### src/rtl/hsc_pkg.sv
package hsc_pkg;
   localparam int unsigned WORD_W = 16;
   localparam int unsigned NFLAG  = 5;
   localparam int unsigned NEVT   = 2;

   localparam int unsigned F_IE   = 0;
   localparam int unsigned F_SUB  = 1;
   localparam int unsigned F_TRES = 2;
   localparam int unsigned F_HPG  = 3;
   localparam int unsigned F_PSE  = 4;

   localparam int unsigned B_TACT = 6;
   localparam int unsigned B_RDY  = 7;
   localparam int unsigned B_MRST = 7;
   localparam int unsigned B_CPG  = 13;

   // set-command bit of a flag; the clear bit sits one above it,
   // and the flag reads back at the same position as its set bit
   function automatic int unsigned flag_pos(input int unsigned f);
      case (f)
         F_IE:    flag_pos = 2;
         F_SUB:   flag_pos = 4;
         F_TRES:  flag_pos = 8;
         F_HPG:   flag_pos = 12;
         default: flag_pos = 14;
      endcase
   endfunction
endpackage

### src/rtl/hsc_sr_flag.sv
module hsc_sr_flag (
   input  logic clk,
   input  logic rst_n,
   input  logic set_i,
   input  logic clr_i,
   output logic q_o
);
   always_ff @(posedge clk or negedge rst_n) begin
      if (!rst_n)     q_o <= 1'b0;
      else if (clr_i) q_o <= 1'b0;
      else if (set_i) q_o <= 1'b1;
   end
endmodule

### src/rtl/hsc_evt_latch.sv
module hsc_evt_latch #(
   parameter int unsigned SYNC_STAGES = 2
) (
   input  logic clk,
   input  logic rst_n,
   input  logic pulse_i,
   input  logic clr_i,
   output logic sticky_o
);
   logic [SYNC_STAGES-1:0] sync_q;
   logic                   prev_q;
   logic                   rise;

   always_ff @(posedge clk or negedge rst_n) begin
      if (!rst_n) begin
         sync_q <= '0;
         prev_q <= 1'b0;
      end else begin
         sync_q <= {sync_q[SYNC_STAGES-2:0], pulse_i};
         prev_q <= sync_q[SYNC_STAGES-1];
      end
   end

   assign rise = sync_q[SYNC_STAGES-1] & ~prev_q;

   always_ff @(posedge clk or negedge rst_n) begin
      if (!rst_n) sticky_o <= 1'b0;
      else        sticky_o <= rise | (sticky_o & ~clr_i);
   end
endmodule

### src/rtl/hsc_rst_stretch.sv
module hsc_rst_stretch #(
   parameter int unsigned RST_CYCLES = 4
) (
   input  logic clk,
   input  logic rst_n,
   input  logic fire_i,
   output logic pulse_o
);
   localparam int unsigned CW = $clog2(RST_CYCLES + 1);

   logic [CW-1:0] cnt_q;

   always_ff @(posedge clk or negedge rst_n) begin
      if (!rst_n)             cnt_q <= '0;
      else if (fire_i)        cnt_q <= CW'(RST_CYCLES);
      else if (cnt_q != '0)   cnt_q <= cnt_q - 1'b1;
   end

   assign pulse_o = (cnt_q != '0);
endmodule

### src/rtl/hsc_tmr_clk.sv
module hsc_tmr_clk #(
   parameter int unsigned BASE_HALF  = 200,
   parameter int unsigned SLOW_RATIO = 256
) (
   input  logic clk,
   input  logic rst_n,
   input  logic slow_sel_i,
   output logic tclk_o
);
   localparam int unsigned BW = (BASE_HALF  > 1) ? $clog2(BASE_HALF)  : 1;
   localparam int unsigned PW = (SLOW_RATIO > 1) ? $clog2(SLOW_RATIO) : 1;

   logic [BW-1:0] base_q;
   logic [PW-1:0] pre_q;
   logic          fast_q, slow_q;

   always_ff @(posedge clk or negedge rst_n) begin
      if (!rst_n) begin
         base_q <= '0;
         pre_q  <= '0;
         fast_q <= 1'b0;
         slow_q <= 1'b0;
      end else if (base_q == BW'(BASE_HALF - 1)) begin
         base_q <= '0;
         fast_q <= ~fast_q;
         if (pre_q == PW'(SLOW_RATIO - 1)) begin
            pre_q  <= '0;
            slow_q <= ~slow_q;
         end else begin
            pre_q <= pre_q + 1'b1;
         end
      end else begin
         base_q <= base_q + 1'b1;
      end
   end

   always_ff @(posedge clk or negedge rst_n) begin
      if (!rst_n) tclk_o <= 1'b0;
      else        tclk_o <= slow_sel_i ? slow_q : fast_q;
   end
endmodule

### src/rtl/hostctl_reg.sv
module hostctl_reg #(
   parameter int unsigned SYNC_STAGES = 2,
   parameter int unsigned BASE_HALF   = 200,
   parameter int unsigned SLOW_RATIO  = 256,
   parameter int unsigned RST_CYCLES  = 4,
   parameter bit          REG_IRQ     = 1'b1
) (
   input  logic        clk,
   input  logic        rst_n,
   input  logic        wr_en_i,
   input  logic [15:0] wr_data_i,
   output logic [15:0] rd_data_o,
   input  logic        msg_pulse_i,
   input  logic        fail_pulse_i,
   input  logic        term_active_i,
   input  logic        ready_i,
   input  logic        ctrl_page_i,
   input  logic        monitor_mode_i,
   output logic        irq_o,
   output logic        ctrl_reset_o,
   output logic        timer_clk_o,
   output logic        subsys_flag_o,
   output logic        host_page_o,
   output logic        page_sw_en_o
);
   import hsc_pkg::*;

   if (SYNC_STAGES < 2) begin : g_bad_sync
      $error("SYNC_STAGES must be at least 2");
   end
   if (BASE_HALF < 1) begin : g_bad_base
      $error("BASE_HALF must be at least 1");
   end
   if (SLOW_RATIO < 2) begin : g_bad_ratio
      $error("SLOW_RATIO must be at least 2");
   end
   if (RST_CYCLES < 1) begin : g_bad_rst
      $error("RST_CYCLES must be at least 1");
   end

   logic [NFLAG-1:0] flag_q;
   logic [NEVT-1:0]  evt_q;
   logic [NEVT-1:0]  evt_in;
   logic             irq_cond;
   logic             unused_wr;

   assign evt_in    = {fail_pulse_i, msg_pulse_i};
   assign unused_wr = ^{wr_data_i[6], wr_data_i[11:10]};

   for (genvar g = 0; g < NFLAG; g++) begin : g_flag
      localparam int unsigned SP = flag_pos(g);
      logic set_w;
      if (g == F_PSE) begin : g_gated
         assign set_w = wr_en_i & wr_data_i[SP] & monitor_mode_i;
      end else begin : g_plain
         assign set_w = wr_en_i & wr_data_i[SP];
      end
      hsc_sr_flag u_flag (
         .clk   (clk),
         .rst_n (rst_n),
         .set_i (set_w),
         .clr_i (wr_en_i & wr_data_i[SP+1]),
         .q_o   (flag_q[g])
      );
   end

   for (genvar e = 0; e < NEVT; e++) begin : g_evt
      hsc_evt_latch #(.SYNC_STAGES(SYNC_STAGES)) u_evt (
         .clk      (clk),
         .rst_n    (rst_n),
         .pulse_i  (evt_in[e]),
         .clr_i    (wr_en_i & wr_data_i[e]),
         .sticky_o (evt_q[e])
      );
   end

   assign irq_cond = flag_q[F_IE] & (|evt_q);

   if (REG_IRQ) begin : g_irq_reg
      logic irq_q;
      always_ff @(posedge clk or negedge rst_n) begin
         if (!rst_n) irq_q <= 1'b0;
         else        irq_q <= irq_cond;
      end
      assign irq_o = irq_q;
   end else begin : g_irq_comb
      assign irq_o = irq_cond;
   end

   hsc_rst_stretch #(.RST_CYCLES(RST_CYCLES)) u_mrst (
      .clk     (clk),
      .rst_n   (rst_n),
      .fire_i  (wr_en_i & wr_data_i[B_MRST]),
      .pulse_o (ctrl_reset_o)
   );

   hsc_tmr_clk #(.BASE_HALF(BASE_HALF), .SLOW_RATIO(SLOW_RATIO)) u_tmr (
      .clk        (clk),
      .rst_n      (rst_n),
      .slow_sel_i (flag_q[F_TRES]),
      .tclk_o     (timer_clk_o)
   );

   always_comb begin
      rd_data_o = '0;
      rd_data_o[NEVT-1:0] = evt_q;
      for (int f = 0; f < NFLAG; f++) begin
         rd_data_o[flag_pos(f)] = flag_q[f];
      end
      rd_data_o[B_TACT] = term_active_i;
      rd_data_o[B_RDY]  = ready_i;
      rd_data_o[B_CPG]  = ctrl_page_i;
   end

   assign subsys_flag_o = flag_q[F_SUB];
   assign host_page_o   = flag_q[F_HPG];
   assign page_sw_en_o  = flag_q[F_PSE];
endmodule

### config.mk
export PLATFORM = sky130hd
export DESIGN_NAME = hostctl_reg
export DESIGN_NICKNAME = d
export VERILOG_FILES = /design/src/rtl/hsc_pkg.sv /design/src/rtl/hsc_sr_flag.sv /design/src/rtl/hsc_evt_latch.sv /design/src/rtl/hsc_rst_stretch.sv /design/src/rtl/hsc_tmr_clk.sv /design/src/rtl/hostctl_reg.sv
export SDC_FILE = /design/constraint.sdc
export NUM_CORES = 1
export LEC_CHECK = 0
export BUFFER_PORTS_ARGS = -buffer_cell sky130_fd_sc_hd__buf_2
export CORE_UTILIZATION = 30
export DETAILED_ROUTE_END_ITERATION = 16
export MAX_ROUTING_LAYER = met4
export SETUP_SLACK_MARGIN = 0.3
export SKIP_CTS_REPAIR_TIMING = 1
export SLEW_MARGIN = 0
export SYNTH_ARGS = -nofsm -noshare
export SYNTH_HDL_FRONTEND = slang
export SYNTH_SLANG_ARGS = --single-unit
### constraint.sdc
create_clock -name clk -period 1.3 [get_ports clk]
set_input_delay 0.26 -clock clk [delete_from_list [all_inputs] [get_ports clk]]
set_output_delay 0.26 -clock clk [all_outputs]
set_load 0.02 [all_outputs]
# After elaboration in Yosys (flattened, before gate mapping)

Cells that the tools add are included.

$add $sub $neg: 3
Equality and inequality tests: 2
Mux-type cells: 15
Bitwise logic cells: 27
Reduce and logical (&&, ||, !) cells: 9

Operators by type and width:

| cell                                                                | number |
|---|---|
| 1-bit AND                                                           | 19 |
| 8-bit by 1-bit adder with 8-bit output (second input constant)      | 2 |
| 8-bit == test (second input constant)                               | 2 |
| 8-bit 2-to-1 mux                                                    | 2 |
| 2-bit nonzero test                                                  | 6 |
| 1-bit 2-to-1 mux                                                    | 11 |
| 3-bit 2-to-1 mux                                                    | 2 |
| 1-bit NOT                                                           | 6 |
| 3-bit nonzero test                                                  | 1 |
| 3-bit by 1-bit subtractor with 3-bit output (second input constant) | 1 |
| 1-bit bitwise OR                                                    | 2 |
| 2-bit AND reduction                                                 | 1 |
| 2-bit OR reduction                                                  | 1 |

Register bits after elaboration: 36
Bits of input ports: 25
Output and inout port bits: 22
Word-level logic and storage cells: 74

# Longest topological paths before layout

Depth in word-level cells: 4
Gate-level depth with buffers: 6
Mapped depth without buffers: 5

# Cells and area by module

A second synthesis with hierarchy kept.

Cell total of the unflattened synthesis: 151
Area total of the unflattened synthesis: 1,717.9 µm²

Modules (own cells, without submodules):

| module          | times used | cells each | area each (µm²) | seq. area each (µm²) |
|---|---|---|---|---|
| hsc_tmr_clk     | 1          | 82         | 894.6           | 475.5 |
| hsc_evt_latch   | 2          | 7          | 120.1           | 100.1 |
| hostctl_reg     | 1          | 29         | 230.2           | 25.0 |
| hsc_rst_stretch | 1          | 16         | 177.7           | 75.1 |
| hsc_sr_flag     | 5          | 2          | 35.0            | 25.0 |

# Worst setup path after synthesis

Ideal clock, no wire load.

Path kind: register -> register
Start: register u_tmr.base_q[0]
End: register u_tmr.pre_q[4]
Library setup time: 0.123 ns
Arrival time: 1.305 ns
Data required time: 1.177 ns
Path slack: -0.127 ns
Stages on the path, launching flop included: 7
Path buffers: 1
Clock period less this slack: 1.427 ns
Path through: dfrtp_1 ha_1 and4b_4 and2_1 buf_6 nand4_2 xnor2_1

Cells in the longest elaborated chain, start to end: 1

Ends and longest elaborated chain:

| item                     | line              | RTL |
|---|---|---|
| start: declaration       | hsc_tmr_clk.sv:13 | `logic [BW-1:0] base_q;` |
| start signal: assignment | hsc_tmr_clk.sv:33 | `base_q <= base_q + 1'b1;` |
| 8-bit == test            | hsc_tmr_clk.sv:23 | `end else if (base_q == BW'(BASE_HALF - 1)) begin` |
| end signal: assignment   | hsc_tmr_clk.sv:30 | `pre_q <= pre_q + 1'b1;` |
| end: declaration         | hsc_tmr_clk.sv:14 | `logic [PW-1:0] pre_q;` |

Every way passes these cells.
A chain may end at the register's enable or synchronous reset.

# Final worst setup path

Start: register u_mrst.cnt_q[0]
End: output ctrl_reset_o

Cells in the longest elaborated chain, start to end: 1

Ends and longest elaborated chain:

| item                     | line                  | RTL |
|---|---|---|
| start: declaration       | hsc_rst_stretch.sv:11 | `logic [CW-1:0] cnt_q;` |
| start signal: assignment | hsc_rst_stretch.sv:15 | `else if (fire_i) cnt_q <= CW'(RST_CYCLES);` |
| start signal: assignment | hsc_rst_stretch.sv:16 | `else if (cnt_q != '0) cnt_q <= cnt_q - 1'b1;` |
| 3-bit nonzero test       | hsc_rst_stretch.sv:19 | `assign pulse_o = (cnt_q != '0);` |
| end: declaration         | hostctl_reg.sv:20     | `output logic ctrl_reset_o,` |

Every way passes these cells.

==> metrics.yaml <==
cts:
  cts_inserted_buffers: 5
  clkTransAtPathRegs_ns: 0.07
  htreeDepth: 2
  cts_tree: "built"
  clock_tree.buffer_depth: 2
  root_buffer: "sky130_fd_sc_hd__clkbuf_8"
  clkSinkCount: 36
  clock_insertion_delay_worst_skew_ns: 0.28
critical_path:
  critPathKind: "flop to primary output"
  startpoint_type: "flop"
  cp_data_arrival_time_ns: 1.10
  crit_path_max_fanout: 3
  timing.critical_path.to_type: "primary output"
  critical_path_required_ns: 1.04
placement:
  gpl.final_weighted_congestion: 0.732
  place_hpwl_um: 1980
  portBuffers: 31
layout:
  num-nets-final: 228
  n_fill_cell: 467
  drive_above_1_share_pct: 44.5
  antenna_cells: 0
  layout_commonest_cell: "sky130_fd_sc_hd__dfrtp_1"
  area_growth_syn_to_layout_pct: 38.7
  layout_common_cells: "sky130_fd_sc_hd__dfrtp_1 (35), sky130_fd_sc_hd__buf_4 (22), sky130_fd_sc_hd__nand2_1 (19)"
die:
  die_height_um: 75.7
  start_util_pct: 31.5
  design.portCount: 47
  fp-row-count: 26
  die_x_um: 75.7
  design.die.area_mm2: 0.00573
  core_area_mm2: 0.00517
pwr:
  power_mw: 2.98
  static-leakage-power_nw: 1.08
  power.density_cell_area_mw_per_mm2: 1320
  max-vdd-ir-drop_mv: 0.603
global_routing:
  grt_remaining_overflow: 0
  number_of_antenna_violations_at_the_first_check_in_global_routing: 0
  grt_pass1_wl_um: 4520
  grtUsageMet1_pct: 11.3
  pin_count_of_the_biggest_net_entering_global_routing: 37
  grtUsageMet2_pct: 18.9
  grt_usage_pct: 11.0
  grt_busiest_layer: "met2"
  first_global_vias: 1070
  global_route.usage.met3_pct: 3.57
run:
  drv.max_cap_violation_count: 0
sta:
  final_layout_setup_total_negative_slack_ns: -0.232
  clock_period_minus_worst_slack_ns: 1.36
  achievable-frequency_mhz: 733
  finalSetupViolCount: 9
  worst_clock_skew_ns: 0.00527
  setup_ws_final_ns: -0.0646
  maxSlewViolCount: 0
  total_count_of_hold_check_failures_in_the_final_report: 0
  period_share_pct: 105
  grt_setup_unrepaired: "true"
route:
  drtAntennaViolNets: 0
  route.vias.total: 1189
  remaining_drc_errors: 0
  detail_route.first_pass.iterations: 4
  vias_per_cell: 4.40
  wl_per_cell_um: 11.1
  drtIter0Drc: 28
  drt_wl_total_um: 3000
logic_synthesis:
  synth_area_leaders: "sky130_fd_sc_hd__dfrtp_1 (55%), sky130_fd_sc_hd__buf_4 (7.4%), sky130_fd_sc_hd__nand2_1 (4.6%)"
  synth_cells: 149
  yosysSeqAreaShare_pct: 55.3
  ys.warnings.count: 0
  synth.ff_latch_count: 36
  netlist_area_mm2: 0.00163
  synth.distinct_cells: 35
  synth_top_area_share_pct: 55.3
  synth_top_area_cell: "sky130_fd_sc_hd__dfrtp_1"
  synth.avg_cell_area_um2: 10.9
outcome:
  outcome: "finished, violations left"
  violations_in_the_final_reports: "negative setup slack"
min_path:
  timing.hold.worst.class: "input pin to flop"
-- layer usage --
metal  wire (µm)  share of wire [%]
met5           0                  0
met4          26               0.87
met3         150                5.0
met2        1500                 50
met1        1320                 44
-- where the power goes --
group | internal (mW) | switching [mW] | total, mW
clock | 0.567 | 0.396 | 0.964
sequential | 1.21 | 0.0632 | 1.27
combinational | 0.420 | 0.330 | 0.750
total | 2.19 | 0.790 | 2.98
-- state kept, by name, summed over array words and instances (netlist names) --
signal,count
irq_o,1
g_evt.u_evt.sync_q,4
g_evt.u_evt.prev_q,2
g_evt.u_evt.sticky_o,2
u_tmr.pre_q,8
g_flag.u_flag.q_o,5
u_tmr.base_q,8
u_tmr.tclk_o,1
u_mrst.cnt_q,3
u_tmr.fast_q,1
u_tmr.slow_q,1
-- stage by stage --
stage	std cells	setup WS, ns	area (µm²)	util [%]	hold WS (ns)
global placement	252	-0.0378	1940	37.4	0.236
detailed placement	252	-0.0624	1940	37.4	0.244
CTS	260	-0.115	2050	39.6	-0.0704
finish	270	-0.0646	2260	43.7	0.0778
global route	270	-0.123	2260	43.7	0.0620
floorplan	154	-0.0767	1700	-	-0.0356
-- critical path, stage by stage, from the launching register on --
cell and delay, ns:
sky130_fd_sc_hd__dfrtp_1 0.40, sky130_fd_sc_hd__inv_2 0.09, sky130_fd_sc_hd__ha_4 0.15, sky130_fd_sc_hd__nand2b_4 0.06
sky130_fd_sc_hd__buf_6 0.13
-- final timing paths --
| check | start | to | slack [ns] | cells past startpoint |
|---|---|---|---|---|
| max | u_mrst.cnt_q[0]$_DFFE_PN0P_ | ctrl_reset_o | -0.06 | 4 |
| max reg2reg | u_tmr.base_q[5]$_DFF_PN0_ | u_tmr.pre_q[4]$_DFFE_PN0N_ | -0.04 | 4 |
| min reg2reg | g_evt[0].u_evt.sync_q[0]$_DFF_PN0_ | g_evt[0].u_evt.sync_q[1]$_DFF_PN0_ | 0.35 | 0 |
| min in group asynchronous | rst_n | u_mrst.cnt_q[2]$_DFFE_PN0P_ | 0.47 | 3 |
| max in group asynchronous | rst_n | u_tmr.base_q[2]$_DFF_PN0_ | 0.64 | 3 |
| min | msg_pulse_i | g_evt[0].u_evt.sync_q[0]$_DFF_PN0_ | 0.08 | 1 |
-- cells in the mapped netlist --
master / number
sky130_fd_sc_hd__or4b_1: 1
sky130_fd_sc_hd__o21ai_0: 7
sky130_fd_sc_hd__and4_1: 1
sky130_fd_sc_hd__o31ai_1: 2
sky130_fd_sc_hd__a21oi_1: 12
sky130_fd_sc_hd__and4b_4: 1
sky130_fd_sc_hd__o21bai_1: 1
sky130_fd_sc_hd__clkbuf_1: 1
sky130_fd_sc_hd__ha_1: 4
sky130_fd_sc_hd__inv_1: 5
sky130_fd_sc_hd__a22o_1: 1
sky130_fd_sc_hd__nand3_1: 2
sky130_fd_sc_hd__nand4_2: 1
sky130_fd_sc_hd__o21a_1: 1
sky130_fd_sc_hd__nor3b_2: 1
sky130_fd_sc_hd__a31oi_1: 3
sky130_fd_sc_hd__a21o_2: 1
sky130_fd_sc_hd__a221o_1: 1
sky130_fd_sc_hd__o41ai_1: 1
sky130_fd_sc_hd__and2_1: 3
sky130_fd_sc_hd__buf_6: 1
sky130_fd_sc_hd__nor2_1: 7
sky130_fd_sc_hd__xnor2_1: 6
sky130_fd_sc_hd__nand2b_1: 1
sky130_fd_sc_hd__nor2b_1: 1
sky130_fd_sc_hd__nand3_2: 2
sky130_fd_sc_hd__xor2_1: 4
sky130_fd_sc_hd__buf_4: 16
sky130_fd_sc_hd__dfrtp_1: 36
sky130_fd_sc_hd__a221oi_1: 1
sky130_fd_sc_hd__and3_1: 1
sky130_fd_sc_hd__nand2_1: 20
sky130_fd_sc_hd__mux2_2: 1
sky130_fd_sc_hd__and3_2: 1
sky130_fd_sc_hd__conb_1: 1
-- cell families after synthesis --
family,synth area share [%]
AOI/OAI and AO/OA,11.6
xor gates and xnor gates,5.37
adders and majority gates,3.07
buffers and inverters,9.44
DFF,55.3
muxes,0.691
other,0.230
and+or+nand+nor,14.4
-- cell type report --
type / instances / area (µm²) / area share [%]
multi-input combinational: 95 / 698 / 30.9
clock inverter: 3 / 42.5 / 1.88
inverter: 5 / 18.8 / 0.830
tap: 70 / 87.6 / 3.87
sequential: 36 / 902 / 39.9
clock buffer: 5 / 68.8 / 3.04
timing repair buffer: 56 / 443 / 19.6
Power figures use the tool's default switching activity.
